--- src/rtl/flash_alc_pkg.sv ---
// Package: shared types for the flash address capture front end.
// Assumes nothing beyond being compiled before the modules that import it.
package flash_alc_pkg;

    // Strobe edge events found by comparing the current sample with the previous one.
    typedef struct packed {
        logic ce_rise;
        logic ce_fall;
        logic we_rise;
        logic fclk_edge;
        logic ce_n_q;
    } falc_edges_t;

    // Which path loads the internal address register in this cycle.
    typedef enum logic [1:0] {
        SRC_HOLD   = 2'd0,
        SRC_ADV    = 2'd1,
        SRC_STROBE = 2'd2
    } falc_src_t;

endpackage

--- src/rtl/falc_edge_detect.sv ---
// Edge detector: registers the previous level of ce_n, we_n and fclk and
// reports rising/falling events. FCLK_RISE picks the active flash clock edge.
// Assumes inputs are synchronous to clk. Reset values are the idle levels.
module falc_edge_detect
    import flash_alc_pkg::*;
#(
    parameter bit FCLK_RISE = 1'b1
) (
    input  logic        clk,
    input  logic        rst_n,
    input  logic        ce_n,
    input  logic        we_n,
    input  logic        fclk,
    output falc_edges_t edges
);

    logic ce_n_q;
    logic we_n_q;
    logic fclk_q;
    logic fclk_hit;

    // Purpose: remember last cycle's strobe levels (idle after reset).
    always_ff @(posedge clk) begin
        if (!rst_n) begin
            ce_n_q <= 1'b1;
            we_n_q <= 1'b1;
            fclk_q <= 1'b0;
        end else begin
            ce_n_q <= ce_n;
            we_n_q <= we_n;
            fclk_q <= fclk;
        end
    end

    // Purpose: pick the active flash clock edge at elaboration time.
    generate
        if (FCLK_RISE) begin : g_rise
            assign fclk_hit = fclk & ~fclk_q;
        end else begin : g_fall
            assign fclk_hit = ~fclk & fclk_q;
        end
    endgenerate

    // Purpose: pack the events for the control paths.
    always_comb begin
        edges.ce_rise   = ce_n & ~ce_n_q;
        edges.ce_fall   = ~ce_n & ce_n_q;
        edges.we_rise   = we_n & ~we_n_q;
        edges.fclk_edge = fclk_hit;
        edges.ce_n_q    = ce_n_q;
    end

endmodule

--- src/rtl/falc_adv_ctrl.sv ---
// Address-valid path: the latch is transparent while adv_n is low and armed.
// In synchronous read mode the first active flash clock edge with adv_n low
// closes it until adv_n goes high again. Writes ignore the flash clock.
// Assumes sync_mode changes only during reset.
module falc_adv_ctrl (
    input  logic clk,
    input  logic rst_n,
    input  logic enable,
    input  logic adv_n,
    input  logic we_n,
    input  logic sync_mode,
    input  logic fclk_edge,
    output logic load,
    output logic open_now
);

    logic armed_q;
    logic clk_close;

    // Purpose: decide loading and the synchronous close event.
    always_comb begin
        open_now  = enable & ~adv_n & armed_q;
        load      = open_now;
        clk_close = open_now & sync_mode & we_n & fclk_edge;
    end

    // Purpose: armed flag, set by adv_n high, cleared by a clock close.
    always_ff @(posedge clk) begin
        if (!rst_n) begin
            armed_q <= 1'b1;
        end else if (adv_n) begin
            armed_q <= 1'b1;
        end else if (clk_close) begin
            armed_q <= 1'b0;
        end
    end

    // a clock edge during a synchronous read closes the latch.
    a_r4_clock_closes: assert property (@(posedge clk) disable iff (!rst_n)
        (enable && sync_mode && we_n && !adv_n && armed_q && fclk_edge) |=> !armed_q);

    // a write keeps the latch armed whatever the flash clock does.
    a_r6_write_ignores_clock: assert property (@(posedge clk) disable iff (!rst_n)
        (!we_n && armed_q) |=> armed_q);

    // asynchronous mode never closes the latch.
    a_r7_async_stays_armed: assert property (@(posedge clk) disable iff (!rst_n)
        (!sync_mode && armed_q) |=> armed_q);

endmodule

--- src/rtl/falc_tied_ctrl.sv ---
// Strobe path for boards with the address-valid strobe tied low: loads on
// ce_n rising, or on we_n rising while selected, whichever comes first
// within one access. A falling ce_n starts a new access.
// Assumes adv_tied (enable) changes only during reset.
module falc_tied_ctrl
    import flash_alc_pkg::*;
(
    input  logic        clk,
    input  logic        rst_n,
    input  logic        enable,
    input  falc_edges_t edges,
    output logic        load
);

    logic done_q;
    logic trigger;

    // Purpose: first qualifying strobe rise of the current access.
    always_comb begin
        trigger = edges.ce_rise | (edges.we_rise & ~edges.ce_n_q);
        load    = enable & ~done_q & trigger;
    end

    // Purpose: remember that this access already captured its address.
    always_ff @(posedge clk) begin
        if (!rst_n) begin
            done_q <= 1'b0;
        end else if (edges.ce_fall) begin
            done_q <= 1'b0;
        end else if (load) begin
            done_q <= 1'b1;
        end
    end

    // once captured, the access stays captured until ce_n falls.
    a_r9_single_capture: assert property (@(posedge clk) disable iff (!rst_n)
        (done_q && !edges.ce_fall) |=> done_q);

endmodule

--- src/rtl/flash_addr_capture.sv ---
// Top: the internal address register of the flash model, loaded either by
// the address-valid path or, when that strobe is tied low, by the strobe
// path. Assumes all inputs are synchronous to clk and that adv_tied and
// sync_mode are static outside reset.
module flash_addr_capture
    import flash_alc_pkg::*;
#(
    parameter int ADDR_W    = 23,
    parameter bit FCLK_RISE = 1'b1
) (
    input  logic              clk,
    input  logic              rst_n,
    input  logic [ADDR_W-1:0] bus_addr,
    input  logic              adv_n,
    input  logic              ce_n,
    input  logic              we_n,
    input  logic              fclk,
    input  logic              sync_mode,
    input  logic              adv_tied,
    output logic [ADDR_W-1:0] int_addr,
    output logic              latch_open
);

    localparam logic [ADDR_W-1:0] ADDR_RESET = '0;

    falc_edges_t       edges;
    logic              adv_load;
    logic              tied_load;
    falc_src_t         src;
    logic [ADDR_W-1:0] addr_q;

    falc_edge_detect #(
        .FCLK_RISE (FCLK_RISE)
    ) u_edges (
        .clk   (clk),
        .rst_n (rst_n),
        .ce_n  (ce_n),
        .we_n  (we_n),
        .fclk  (fclk),
        .edges (edges)
    );

    falc_adv_ctrl u_adv (
        .clk       (clk),
        .rst_n     (rst_n),
        .enable    (~adv_tied),
        .adv_n     (adv_n),
        .we_n      (we_n),
        .sync_mode (sync_mode),
        .fclk_edge (edges.fclk_edge),
        .load      (adv_load),
        .open_now  (latch_open)
    );

    falc_tied_ctrl u_tied (
        .clk    (clk),
        .rst_n  (rst_n),
        .enable (adv_tied),
        .edges  (edges),
        .load   (tied_load)
    );

    // Purpose: select the loading path for this cycle.
    always_comb begin
        src = SRC_HOLD;
        if (adv_tied) begin
            if (tied_load) src = SRC_STROBE;
        end else if (adv_load) begin
            src = SRC_ADV;
        end
    end

    // Purpose: internal address register.
    always_ff @(posedge clk) begin
        if (!rst_n) begin
            addr_q <= ADDR_RESET;
        end else if (src != SRC_HOLD) begin
            addr_q <= bus_addr;
        end
    end

    assign int_addr = addr_q;

    // an open latch passes the bus to the internal address.
    a_r2_transparent: assert property (@(posedge clk) disable iff (!rst_n)
        (!adv_tied && latch_open) |=> (int_addr == $past(bus_addr)));

    // a high address-valid strobe freezes the internal address.
    a_r3_hold_when_high: assert property (@(posedge clk) disable iff (!rst_n)
        (!adv_tied && adv_n) |=> (int_addr == $past(int_addr)));

    // with both strobes low no edge can load in the tied configuration.
    a_r9_hold_mid_write: assert property (@(posedge clk) disable iff (!rst_n)
        (adv_tied && !ce_n && !we_n) |=> (int_addr == $past(int_addr)));

    // the open flag never shows in the tied configuration.
    a_r10_open_only_untied: assert property (@(posedge clk) disable iff (!rst_n)
        adv_tied |-> !latch_open);

endmodule

--- config.mk ---
export PLATFORM = sky130hd
export DESIGN_NAME = flash_addr_capture
export DESIGN_NICKNAME = d
export VERILOG_FILES = /design/src/rtl/flash_alc_pkg.sv /design/src/rtl/falc_edge_detect.sv /design/src/rtl/falc_adv_ctrl.sv /design/src/rtl/falc_tied_ctrl.sv /design/src/rtl/flash_addr_capture.sv
export SDC_FILE = /design/constraint.sdc
export NUM_CORES = 1
export LEC_CHECK = 0
export ABC_AREA = 0
export BUFFER_PORTS_ARGS = -buffer_cell sky130_fd_sc_hd__buf_2
export CORE_UTILIZATION = 47
export CTS_BUF_LIST = sky130_fd_sc_hd__clkbuf_8
export DETAILED_ROUTE_END_ITERATION = 8
export PLACE_DENSITY = 0.79
export SLEW_MARGIN = 30
export SYNTH_ARGS = -nofsm -noshare
export SYNTH_HDL_FRONTEND = slang
export SYNTH_SLANG_ARGS = --single-unit
--- constraint.sdc ---
create_clock -name clk -period 1.3 [get_ports clk]
set_input_delay 0.195 -clock clk [delete_from_list [all_inputs] [get_ports clk]]
set_output_delay 0.195 -clock clk [all_outputs]
set_load 0.005 [all_outputs]
==> results of run 1 <==
[worst max path at each step]
stage | start | endpoint | slack (ns)
2_1_floorplan | u_edges.we_n_q | int_addr[10] | 0.16
3_3_place_gp | we_n | int_addr[10] | 0.11
3_5_place_dp | we_n | int_addr[1] | 0.06
4_1_cts | u_adv.armed_q | latch_open | 0.01
5_1_grt | u_edges.we_n_q | int_addr[10] | 0.05
6_report | u_edges.we_n_q | int_addr[1] | 0.10
[logic make-up after synthesis]
logic type	synth area share, %
AOI/OAI and AO/OA	2.89
and+or+nand+nor	22.8
buffers and inverters	6.64
muxes	19.7
DFF	48.0
[layer usage]
layer	part of all wire [%]	global-route usage (%)
met4	0.72	6.76
met5	0	0
met3	5.3	2.63
met1	40	17.3
met2	53	35.0
[layout make-up]
cell class | instances | share of cell area, %
flip-flops and latches | 28 | 36.4
multi-input cells | 81 | 34.5
repair buffers | 58 | 22.0
clock buffers | 3 | 2.68
well taps | 28 | 2.28
clock inverters | 1 | 1.95
inverters | 1 | 0.244
[through the flow]
step	hold WS (ns)	total power, mW	cells
2_1_floorplan	0.296	1.11	118
3_3_place_gp	0.420	1.21	195
3_5_place_dp	0.427	1.22	195
4_1_cts	0.147	1.88	199
5_1_grt	0.150	1.94	200
6_report	0.149	1.87	200
[synthesized netlist by cell type (all sizes together)]
cell type | n | area [um^2]
nand2 | 46 | 173
dfxtp | 28 | 561
mux2i | 23 | 230
buf | 7 | 70.1
nand2b | 2 | 15.0
nor2 | 2 | 23.8
and2 | 1 | 6.26
clkbuf | 1 | 3.75
inv | 1 | 3.75
nand3b | 1 | 7.51
nand4b | 1 | 8.76
nor2b | 1 | 13.8
nor3b | 1 | 18.8
o211a | 1 | 17.5
o21ai | 1 | 5.00
o221a | 1 | 11.3
[sequential cells by signal, summed over array words and instances (netlist names)]
signal and cells:
int_addr 23, u_edges.fclk_q 1, u_adv.armed_q 1, u_edges.we_n_q 1, u_edges.ce_n_q 1, u_tied.done_q 1
[power groups by stage]
stage | clock, mW | sequential [mW] | combinational (mW)
after floorplan | 0 | 0.957 | 0.151
after global placement | 0 | 0.950 | 0.260
after detailed placement | 0 | 0.952 | 0.269
after CTS | 0.679 | 0.933 | 0.270
after global routing | 0.711 | 0.938 | 0.294
final | 0.665 | 0.932 | 0.269
[worst max-delay path, delay by kind of cell, from the launching register on]
kind | cells | cell delay (ns)
compound gates | 1 | 0.25
buf+inv | 1 | 0.16
mux | 1 | 0.20
flops | 1 | 0.36
simple gates | 2 | 0.17
==> qor.csv, run 1 <==
stage;metric;value;unit
run_status;status;completed;
drt;first_iter_violations;8;
setup_path;crit_arrival;1.39;ns
cells_and_area;final_nets;204;
setup_path;crit_required;1.49;ns
clock_tree;clkLatencyLatePin;0.27;ns
global_route;gr-total-overflow;0;
clock_tree;cts-root-buf;clkbuf_8;
sta;relSlewSlack;86.8;%
pwr;internal_power;1.47;mW
pwr;power_frac_clock;35.6;%
place;post-place-ws;0.0551;ns
sta;final.setup.tns;0;ns
global_route;antenna_found_initial;0;
setup_path;critPathMaxFanout;13;
cells_and_area;seqCellArea;561;um^2
floorplan;die_y;51.9;um
cells_and_area;drive_gt1_share;39.0;%
run;drv_cap;0;
drt;dr.pass1.iters;2;
logic_synthesis;synth_cell_type_count;20;
drt;antenna_left;0;
setup_path;rr_startpoint;u_edges.we_n_q;
worst_hold_path;hp-start;fclk;
cells_and_area;syn_to_final_growth;31.7;%
pwr;switching_share;21.3;%
logic_synthesis;synth_area;0.00117;mm^2
worst_hold_path;hold_class;in -> reg;
setup_path;crit_type;reg -> reg;
sta;skew;0.00449;ns
clock_tree;path_clk_slew;0.09;ns
drt;vias_per_cell;4.73;
floorplan;rows;17;
sta;post-route-period-util;92.3;%
setup_path;rr_worst_depth;5;
setup_path;end_kind;flip-flop;
global_route;grt_pass1_vias;864;
setup_path;critPathMaxStageDelay;0.36;ns
logic_synthesis;avgSynthCellArea;9.90;um^2
setup_path;cp-start-kind;flip-flop;
global_route;grt_pass1_wl;3.51;mm
cells_and_area;multi_input_area;531;um^2
logic_synthesis;ys_seq_elements;28;
clock_tree;cts.sinks;28;
clock_tree;cts.htree.levels;1;
drt;vias;945;
drt;drc;0;
logic_synthesis;synth_seq_area_share;48.0;%
pwr;p_sw;0.397;mW
cells_and_area;finalInstanceArea;0.00154;mm^2
cells_and_area;final_cell_mix;buf_2 (54), nand2_1 (46), dfxtp_1 (28), mux2i_1 (23);
worst_hold_path;min_delay_path_depth;2;
sta;layout_setup_ws;0.101;ns
logic_synthesis;yosys_warnings;0;
pwr;powerDensity;1210;mW/mm^2
place;routabilityCongestion;0.790;
sta;grt_setup_unrepaired;false;
clock_tree;post_cts_resized;0;
clock_tree;post_cts_buffers;0;
cells_and_area;fillCellCount;170;
place;dpl.hpwl;1.63;mm
sta;hold_viol_final;0;
setup_path;worstReg2RegEnd;int_addr[1];
global_route;grtUsageTotal;17.4;%
sta;drv_slew;0;
place;port_buffers;54;
sta;tightest_slew;0.198;ns
cells_and_area;insertedDiodeCount;0;
place;dpl_cell_area;0.00146;mm^2
clock_tree;cts_buffer_depth;2;
drt;wl_per_cell;11.0;um
clock_tree;cts_buffers;3;
cells_and_area;final_common_cell;buf_2;
pwr;leakagePower;0.843;nW
sta;fmax;0.834;GHz
floorplan;core;0.00228;mm^2
drt;routed_wl;2.21;mm
clock_tree;ctsHoldBuffers;0;
floorplan;die_width;51.9;um
pwr;ir_worst_vdd;0.000847;V
global_route;grt_max_degree;52;
sta;setup_viol_count_final;0;
floorplan;start_util;51.3;%
sta;fin_crit;1.20;ns
clock_tree;cts_tree;built;
setup_path;crit_path_cell_trace;nor2b_4 -> o211a_4 -> nor2_8 -> buf_12 -> mux2i_1;
cells_and_area;finish.utilization;67.6;%
pwr;p_seq_share;50.0;%
logic_synthesis;synth_nets;149;
floorplan;io_pins;55;
worst_hold_path;whs_endpoint;u_edges.fclk_q;
logic_synthesis;synthCells;118;
setup_path;r2r_setup_slack;0.10;ns
setup_path;critPathSlowestCell;dfxtp_1;
pwr;power_frac_comb;14.4;%
floorplan;dieArea;0.00269;mm^2
No activity file was read; power rests on OpenSTA's default activity.
==> run 2, diff against run 1 <==
Clock period 1.3 ns to 1.17 ns, I/O delays scaled along.
==> qor.csv, run 2 (same netlist as run 1, synthesis figures left out) <==
stage;metric;value;unit
sta;setup_viol_count_final;2;
sta;hold_viol_final;0;
drt;vias;962;
setup_path;cp-startpoint;u_adv.armed_q;
cells_and_area;fillCellCount;185;
cells_and_area;insertedDiodeCount;0;
sta;tightest_slew;0.179;ns
pwr;leakagePower;0.844;nW
place;dpl.hpwl;1.67;mm
global_route;antenna_found_initial;0;
cells_and_area;syn_to_final_growth;31.8;%
sta;relSlewSlack;88.0;%
clock_tree;ctsHoldBuffers;0;
global_route;grtUsageTotal;17.5;%
cells_and_area;final_cell_mix;buf_2 (54), nand2_1 (46), dfxtp_1 (26), mux2i_1 (23), clkbuf_8 (4);
cells_and_area;finish.utilization;67.7;%
clock_tree;cts_buffers;3;
sta;drv_slew;0;
floorplan;start_util;51.3;%
pwr;powerDensity;1250;mW/mm^2
floorplan;core;0.00228;mm^2
floorplan;io_pins;55;
setup_path;critPathMaxFanout;11;
worst_hold_path;hp-start;fclk;
setup_path;cp-start-kind;flip-flop;
setup_path;worst-path-buf-inv;2;
clock_tree;clkLatencyLatePin;0.27;ns
clock_tree;path_clk_slew;0.09;ns
sta;post-route-period-util;102;%
sta;skew;0.00239;ns
pwr;ir_worst_vdd;0.000845;V
global_route;grt_pass1_vias;863;
run_status;status;finished, violations left;
place;port_buffers;54;
drt;antenna_left;0;
cells_and_area;stdcell_count;202;
global_route;gr-total-overflow;0;
cells_and_area;seqCellArea;563;um^2
cells_and_area;multi_input_area;531;um^2
sta;layout_setup_ws;-0.0180;ns
sta;fmax;0.842;GHz
setup_path;crit_type;reg -> reg;
drt;drc;0;
clock_tree;cts_tree;built;
clock_tree;cts.htree.levels;1;
setup_path;crit_required;1.37;ns
cells_and_area;largest_reg_flops;23;
drt;wl_per_cell;11.2;um
cells_and_area;drive_gt1_share;40.8;%
floorplan;rows;17;
clock_tree;cts-root-buf;clkbuf_8;
run_status;failed_checks;setup timing;
place;routabilityCongestion;0.746;
drt;vias_per_cell;4.76;
place;placed_cells;197;
floorplan;dieArea;0.00269;mm^2
worst_hold_path;hold_class;in -> reg;
cells_and_area;final_common_cell;buf_2;
sta;grt_setup_unrepaired;true;
pwr;fin_total_pwr;1.93;mW
floorplan;die_y;51.9;um
global_route;grt_pass1_wl;3.52;mm
setup_path;crit_arrival;1.39;ns
sta;fin_crit;1.19;ns
setup_path;critPathSlowestCell;dfxtp_2;
run;drv_cap;0;
clock_tree;cts.sinks;28;
clock_tree;cts_buffer_depth;2;
drt;first_iter_violations;9;
global_route;grt_max_degree;52;
drt;routed_wl;2.26;mm
cells_and_area;final_nets;206;
setup_path;crit_path_cell_trace;nor3b_4 -> buf_4 -> nor2_8 -> buf_12 -> mux2i_1;
drt;dr.pass1.iters;3;
setup_path;end_kind;flip-flop;
setup_path;rr_startpoint;u_adv.armed_q;
setup_path;crit_family;flip-flops;
floorplan;die_width;51.9;um
setup_path;critPathMaxStageDelay;0.33;ns
-- run 2: cell count changes in the layout (fill, tap and decap cells not counted), sizes merged --
cell    delta
buf        +2
bufinv     -1
clkbuf     +1
-- run 2: path summary, 6_finish.rpt --
| kind | endpoint | slack, ns | cells after the start |
|---|---|---|---|
| worst max-delay path | int_addr[17] | -0.02 | 5 |
| worst min-delay path | u_edges.fclk_q | 0.13 | 2 |
| worst max register to register | int_addr[17] | -0.02 | 5 |
| worst min register to register | int_addr[13] | 0.46 | 2 |
-- run 2: per-stage QoR --
stage / hold WS (ns) / setup TNS (ns) / setup WS (ns) / cell area [um^2]
global placement: 0.402 / 0 / 0.00668 / 1480
global route: 0.128 / -0.408 / -0.0650 / 1540
CTS: 0.133 / -0.0360 / -0.0277 / 1540
detailed placement: 0.411 / -0.277 / -0.0520 / 1480
floorplan: 0.277 / 0 / 0.0274 / 1170
finish: 0.131 / -0.0197 / -0.0180 / 1540
-- run 2: worst register-to-register path, cell delays in order (launching register included) --
cell and delay [ns]:
dfxtp_2 0.33, nor3b_4 0.14, buf_4 0.15, nor2_8 0.14
buf_12 0.16, mux2i_1 0.20
-- run 2: cell type report --
cell class | count | share of cell area [%]
Clock buffer | 4 | 3.57
Inverter | 1 | 0.244
Timing Repair Buffer | 60 | 22.9
Multi-Input combinational cell | 81 | 34.4
Sequential cell | 28 | 36.6
Tap cell | 28 | 2.27
-- run 2: timing repair --
item                                    in CTS  in global routing
gates resized for setup                      1                  1
cloned                                       0                  0
endpoints found under the setup margin      19                 20
buffers inserted                             1                  0
-- run 2: layer usage --
layer	share of wire (%)	GRT usage (%)
met1	41	20.3
met2	52	30.1
met3	5.7	4.09
met4	0.71	8.11
met5	0	0
-- run 2: where the power goes --
group	internal (mW)	leakage (nW)	total, mW	switching (mW)
Combinational	0.169	0.586	0.306	0.137
Clock	0.301	0.0288	0.590	0.289
Sequential	1.01	0.229	1.04	0.0262
Total	1.48	0.844	1.93	0.452
==> run 3, diff against run 2 <==
Settings changed: BUFFER_PORTS_ARGS -buffer_cell sky130_fd_sc_hd__buf_2 to not set, CORE_ASPECT_RATIO set to 2, CORE_UTILIZATION 47 to 30, DONT_BUFFER_PORTS set to 1, PLACE_DENSITY 0.79 to 0.42.
==> qor.csv, run 3 (same netlist as run 1, synthesis figures left out) <==
stage;metric;value;unit
run_status;status;completed;
setup_path;crit_type;reg -> reg;
pwr;leakagePower;0.613;nW
clock_tree;path_clk_slew;0.10;ns
floorplan;rows;31;
cells_and_area;final_common_cell;nand2_1;
sta;hold_viol_final;0;
drt;drc;0;
drt;top_layer;met4;
floorplan;dieArea;0.00416;mm^2
cells_and_area;finish.utilization;36.0;%
clock_tree;cts_buffer_depth;2;
setup_path;crit_required;1.37;ns
cells_and_area;largest_reg_flops;23;
global_route;gr-total-overflow;0;
floorplan;die_width;46.1;um
clock_tree;cts-root-buf;clkbuf_8;
drt;antenna_left;0;
setup_path;critPathMaxFanout;13;
global_route;grtUsageTotal;10.5;%
drt;first_iter_violations;4;
setup_path;critPathMaxStageDelay;0.35;ns
sta;skew;0.00484;ns
drt;wl_per_cell;12.5;um
drt;dr.pass1.iters;2;
cells_and_area;stdcell_count;172;
floorplan;start_util;31.7;%
place;placed_cells;163;
setup_path;crit_path_cell_trace;nor2b_4 -> o211a_4 -> nor2_8 -> buf_12 -> mux2i_1;
clock_tree;cts.sinks;28;
floorplan;core;0.00368;mm^2
sta;grt_setup_unrepaired;true;
sta;setup_viol_count_final;0;
drt;routed_wl;2.16;mm
global_route;grt_pass1_vias;704;
pwr;fin_total_pwr;1.98;mW
clock_tree;cts_buffers;3;
cells_and_area;final_nets;155;
cells_and_area;insertedDiodeCount;0;
sta;fin_crit;1.16;ns
drt;vias;776;
global_route;antenna_found_initial;0;
place;port_buffers;0;
run;drv_cap;0;
setup_path;crit_arrival;1.36;ns
setup_path;critPathSlowestCell;dfxtp_2;
sta;final.setup.tns;0;ns
clock_tree;cts.htree.levels;1;
sta;post-route-period-util;99.2;%
sta;tightest_slew;0.181;ns
clock_tree;clkLatencyLatePin;0.27;ns
global_route;grt_max_degree;50;
worst_hold_path;hold_class;in -> reg;
setup_path;end_kind;flip-flop;
sta;drv_slew;0;
cells_and_area;syn_to_final_growth;13.6;%
cells_and_area;final_cell_mix;nand2_1 (46), dfxtp_1 (26), mux2i_1 (23), dlygate4sd3_1 (4), clkbuf_8 (3);
global_route;grt_pass1_wl;3.15;mm
cells_and_area;drive_gt1_share;13.0;%
setup_path;rr_worst_depth;5;
setup_path;cp-start-kind;flip-flop;
place;routabilityCongestion;0.625;
drt;vias_per_cell;4.51;
clock_tree;cts_tree;built;
pwr;powerDensity;1490;mW/mm^2
sta;relSlewSlack;87.9;%
sta;fmax;0.861;GHz
place;dpl.hpwl;1.57;mm
drt;dr_wl_met3;169;um
worst_hold_path;min_delay_path_depth;1;
drt;route.layer.met1.wl;811;um
floorplan;die_y;90.3;um
pwr;ir_worst_vdd;0.000476;V
floorplan;io_pins;55;
drt;met2WireLength;1.14;mm
run 3: changes by cell type in the layout (fill, tap and decap cells not counted), sizes merged:
cell | previous run | this run
dlygate4sd3 | 0 | 4
buf | 60 | 5
bufinv | 0 | 1
clkbuf | 4 | 3
run 3: path summary, 6_finish.rpt:
| kind | slack (ns) | endpoint | from |
|---|---|---|---|
| min | 0.02 | u_edges.fclk_q | rst_n |
| max reg2reg | 0.009 | int_addr[7] | u_edges.we_n_q |
| min reg2reg | 0.48 | int_addr[5] | int_addr[5] |
| max | 0.009 | int_addr[7] | u_edges.we_n_q |
run 3: power by group:
part | total [mW] | leakage, nW | switching, mW | internal (mW)
registers | 1.05 | 0.229 | 0.0395 | 1.01
clock network | 0.755 | 0.0357 | 0.297 | 0.458
logic | 0.172 | 0.348 | 0.0702 | 0.102
total | 1.98 | 0.613 | 0.407 | 1.57
run 3: cell type report:
type	instances	area [um^2]
clock buffers	3	41.3
clock inverters	1	30.0
multi-input cells	81	531
well taps	49	61.3
flip-flops and latches	28	563
fillers	401	2360
inverters	1	3.75
repair buffers	9	97.6
run 3: worst max-delay path, delay by kind of cell (launching register included):
kind,cells,cell delay (ns)
compound gates,1,0.25
simple gates,2,0.15
buf+inv,1,0.16
mux,1,0.18
flops,1,0.35
run 3: repair_timing:
item                                    CTS  global route
resized for setup                         4             0
hold buffers                              4             0
hold endpoints to repair                  3             0
endpoints found under the setup margin   20            23
buffers inserted                          1             0
run 3: layer usage:
metal / global-route usage, % / vias up
li1: - / 388
met1: 10.6 / 352
met2: 17.5 / 34
met3: 3.00 / 2
met4: 6.62 / 0
met5: 0 / -
run 3: through the flow:
stage / hold slack, ns / instance area [um^2] / worst slack, ns
floorplan: 0.277 / 1170 / 0.0274
global placement: 0.247 / 1200 / 0.0187
detailed placement: 0.248 / 1200 / -0.0281
CTS: 0.0159 / 1330 / -0.0176
global route: 0.0112 / 1330 / -0.105
finish: 0.0238 / 1330 / 0.00911
